==> src/rtl/mem_window_gate.sv <==
module mem_window_gate #(
  parameter int ADDR_W         = 16,
  parameter int DATA_W         = 32,
  parameter int REGION_W       = 14,
  parameter int IMEM_SEL       = 1,
  parameter int DMEM_SEL       = 2,
  parameter int IMEM_WORDS     = 1024,
  parameter int DMEM_WORDS     = 1024,
  parameter int DMEM_VIS_WORDS = 512,
  localparam int IMEM_AW = $clog2(IMEM_WORDS),
  localparam int DMEM_AW = $clog2(DMEM_WORDS)
) (
  input  logic              clk,
  input  logic              rst_n,
  input  logic              acc_busy,
  input  logic              acc_locked,
  input  logic              req_valid,
  input  logic              req_write,
  input  logic [ADDR_W-1:0] req_addr,
  input  logic [DATA_W-1:0] req_wdata,
  output logic              rsp_valid,
  output logic [DATA_W-1:0] rsp_rdata,
  output logic              rsp_err,
  output logic              illegal_access,
  output logic              imem_req,
  output logic              imem_we,
  output logic [IMEM_AW-1:0] imem_addr,
  output logic [DATA_W-1:0] imem_wdata,
  input  logic [DATA_W-1:0] imem_rdata,
  output logic              dmem_req,
  output logic              dmem_we,
  output logic [DMEM_AW-1:0] dmem_addr,
  output logic [DATA_W-1:0] dmem_wdata,
  input  logic [DATA_W-1:0] dmem_rdata
);
  localparam int SEL_W    = ADDR_W - REGION_W;
  localparam int IDX_W    = REGION_W - 2;
  localparam int DVIS_AW  = $clog2(DMEM_VIS_WORDS);

  logic [SEL_W-1:0] sel;
  logic [IDX_W-1:0] idx;
  logic hit_i, hit_d, open;
  logic rd_i_q, rd_d_q;
  logic unused_lsb;

  assign sel   = req_addr[ADDR_W-1:REGION_W];
  assign idx   = req_addr[REGION_W-1:2];
  assign unused_lsb = ^req_addr[1:0];

  assign hit_i = (sel == SEL_W'(IMEM_SEL)) && ({1'b0, idx} < (IDX_W+1)'(IMEM_WORDS));
  assign hit_d = (sel == SEL_W'(DMEM_SEL)) && ({1'b0, idx} < (IDX_W+1)'(DMEM_VIS_WORDS));
  assign open  = !acc_busy && !acc_locked;

  assign imem_req   = req_valid && hit_i && open;
  assign imem_we    = imem_req && req_write;
  assign imem_addr  = idx[IMEM_AW-1:0];
  assign imem_wdata = req_wdata;

  assign dmem_req   = req_valid && hit_d && open;
  assign dmem_we    = dmem_req && req_write;
  assign dmem_addr  = DMEM_AW'(idx[DVIS_AW-1:0]);
  assign dmem_wdata = req_wdata;

  always_ff @(posedge clk or negedge rst_n) begin
    if (!rst_n) begin
      rsp_valid      <= 1'b0;
      rsp_err        <= 1'b0;
      illegal_access <= 1'b0;
      rd_i_q         <= 1'b0;
      rd_d_q         <= 1'b0;
    end else begin
      rsp_valid      <= req_valid;
      rsp_err        <= req_valid && !(hit_i || hit_d);
      illegal_access <= req_valid && acc_busy && !acc_locked;
      rd_i_q         <= imem_req && !req_write;
      rd_d_q         <= dmem_req && !req_write;
    end
  end

  assign rsp_rdata = rd_i_q ? imem_rdata : rd_d_q ? dmem_rdata : '0;
endmodule

==> config.mk <==
export PLATFORM = sky130hd
export DESIGN_NAME = mem_window_gate
export DESIGN_NICKNAME = d
export VERILOG_FILES = /design/src/rtl/mem_window_gate.sv
export SDC_FILE = /design/constraint.sdc
export NUM_CORES = 1
export LEC_CHECK = 0
export ABC_AREA = 1
export CAP_MARGIN = 20
export CORE_AREA = 2 2 94 96
export DETAILED_ROUTE_END_ITERATION = 12
export DIE_AREA = 0 0 96 98
export GPL_TIMING_DRIVEN = 0
export PLACE_DENSITY = 0.77
export SKIP_LAST_GASP = 1
export SLEW_MARGIN = 5
export SYNTH_ARGS = -nofsm -noshare
export SYNTH_HDL_FRONTEND = slang
export SYNTH_SLANG_ARGS = --single-unit
==> constraint.sdc <==
create_clock -name clk -period 1.4 [get_ports clk]
set_clock_uncertainty 0.1 [all_clocks]
set_input_delay 0.28 -clock clk [delete_from_list [all_inputs] [get_ports clk]]
set_output_delay 0.28 -clock clk [all_outputs]
set_load 0.01 [all_outputs]
==> impl_metrics.yaml <==
outcome:
  outcome: "finished with violations"
  violations: "setup timing"
clock_network:
  cts_tree: "built"
  htree_levels: 1
  clk_pin_slew_ps: 30
  cts-root-buf: "clkbuf_8"
  cts_buffers: 3
  cts_sinks: 5
  clock_path_buffers: 2
synthesis:
  synthXorXnorAreaFrac_pct: 0
  synthMuxAreaShare_pct: 0
  ys_warn_count: 0
  synth_compound_area_share_pct: 0
  synth_fa_ha_area_share_pct: 0
  synth_top_family_by_area: "buffers and inverters"
  synth_nets: 338
  syn_area_per_cell_sq_um: 6.176
  ys_seq_area_share_pct: 9.208
  yosys_register_bits: 5
  synth-simple-area-share_pct: 35.27
  syn_area_sq_um: 1359
  syn_inst: 220
  synth_cell_types: 14
floorplanning:
  ios: 241
  rows: 34
  core_area_sq_um: 8466
  die_w_um: 96
  die_y_um: 98
  die_area_sq_um: 9408
  initial_core_util_pct: 16.05
pwr:
  p_leak_uw: 0.001800
  ir_worst_vdd_mv: 0.2642
  power_density_nw_per_um2: 326.3
placed_design:
  gp_congestion: 0.7918
  io_buffer_count: 196
  dp.cells: 524
  dp_hpwl_um: 5568
worst_setup_path:
  crit_type: "flip-flop to primary output"
  required_ps: 1020
  end_kind: "primary output"
  setup.worst_path.start_class: "flip-flop"
  crit_path_max_fanout: 8
  critPathArrivalTime_ps: 1220
sta:
  fin_crit_ps: 1596
  hold_viol_final: 0
  setup_slack_ps: -196.1
  fmax_mhz: 626.5
  slew_violations: 0
  finalSetupViolations: 33
  fin_crit_sh_pct: 114.0
  rsz0062_at_grt: "yes"
  tns_ps: -5379
route:
  ant_nets: 0
  drc: 0
  drtIter0Drc: 19
  viasPerCell: 3.835
  num_vias: 2071
  wl_per_cell_um: 12.24
  first_pass_iters: 4
  drt_wl_total_um: 6612
cells_and_area:
  final_common_cell: "clkdlybuf4s50_1"
  final_cell_mix: "clkdlybuf4s50_1 (147), buf_4 (95), nand2_1 (65)"
  antenna_cells: 0
  area_growth_pct: 166.4
  drive_above_1_share_pct: 44.21
  fin_cells: 540
  nNetsFinal: 551
run:
  max_cap_viol_count: 0
hold_path:
  hp-class: "primary input to flip-flop"
global_route:
  grt_first_pass_wirelength_um: 9197
  grt-ovfl-total: 0
  grt_max_degree: 11
  grt_usage_pct: 12.28
  antenna_found_initial: 0
  first_global_vias: 2035
-- through the flow --
| stage | util, % | total power [uW] | worst slack (ps) | hold slack (ps) | instance area, sq um |
|---|---|---|---|---|---|
| floorplan | - | 422.2 | 177.0 | -115.6 | 1359 |
| global placement | 40.82 | 897.5 | -735.3 | 407.2 | 3456 |
| detailed placement | 40.82 | 905.2 | -740.5 | 414.2 | 3456 |
| CTS | 41.53 | 1176 | -223.8 | 152.6 | 3516 |
| global route | 42.76 | 1235 | -255.5 | 128.7 | 3620 |
| finish | 42.76 | 1181 | -196.1 | 118.3 | 3620 |
-- cell usage after synthesis --
| cell | count | area share [%] |
|---|---|---|
| buf_2 | 3 | 1.1 |
| buf_4 | 84 | 46 |
| buf_6 | 7 | 5.8 |
| conb_1 | 1 | 0.28 |
| dfrtp_1 | 5 | 9.2 |
| inv_1 | 6 | 1.7 |
| inv_2 | 1 | 0.28 |
| nand2_1 | 67 | 19 |
| nand3_1 | 32 | 12 |
| nand3_2 | 1 | 0.74 |
| nand4_1 | 1 | 0.46 |
| nor2_1 | 8 | 2.2 |
| nor2_2 | 1 | 0.46 |
| nor3_1 | 3 | 1.1 |
-- power breakdown --
group	switching, uW	internal (uW)	total (uW)
sequential	1.28	150	151
combinational	221	548	769
clock	65.8	195	261
-- logic make-up (layout without fill, tap and decap cells) --
logic type | count (synthesis) | in the layout
flops | 5 | 5
buf+inv | 101 | 313
other cells | 1 | 1
simple gates | 113 | 113
-- routing by layer --
layer  track usage, %  routed length, um
met1            11.30               2146
met2            24.52               3436
met3            4.707                959
met4            2.637                 70
met5                0                  0
-- area by class of cell --
cell class	instances	area, sq um
inverter	7	38.79
buffer	94	735.7
multi-input combinational	114	645.6
tap	108	135.1
sequential	5	126.4
fill	835	4846
timing repair buffer	208	1893
clock buffer	4	45.04
-- flip-flops by register name (all words and copies together), names as in the netlist --
register and flops:
illegal_access 1, rd_d_q 1, rsp_valid 1, rd_i_q 1, rsp_err 1
-- final timing paths --
kind                            from       endpoint  slack, ps  cells past startpoint
worst max-delay path          rd_i_q  rsp_rdata[23]       -200                      6
worst min-delay path       req_valid      rsp_valid        120                      1
max in group asynchronous      rst_n         rd_d_q        820                      1
min in group asynchronous      rst_n         rd_i_q        180                      1
-- repair_timing --
action	4_1_cts	5_1_grt
gates cloned	3	0
setup buffers	5	4
pin swaps	25	9
gates resized for setup	219	21
setup endpoints to repair	40	36
hold buffers	0	0
-- worst max-delay path: stages (launching register included) --
cell and delay, ps:
dfrtp_1 360, buf_6 160, clkinv_8 80, buf_6 130, nand3_1 70, nand2_1 50
buf_2 130
(Power assumes the default switching activity.)
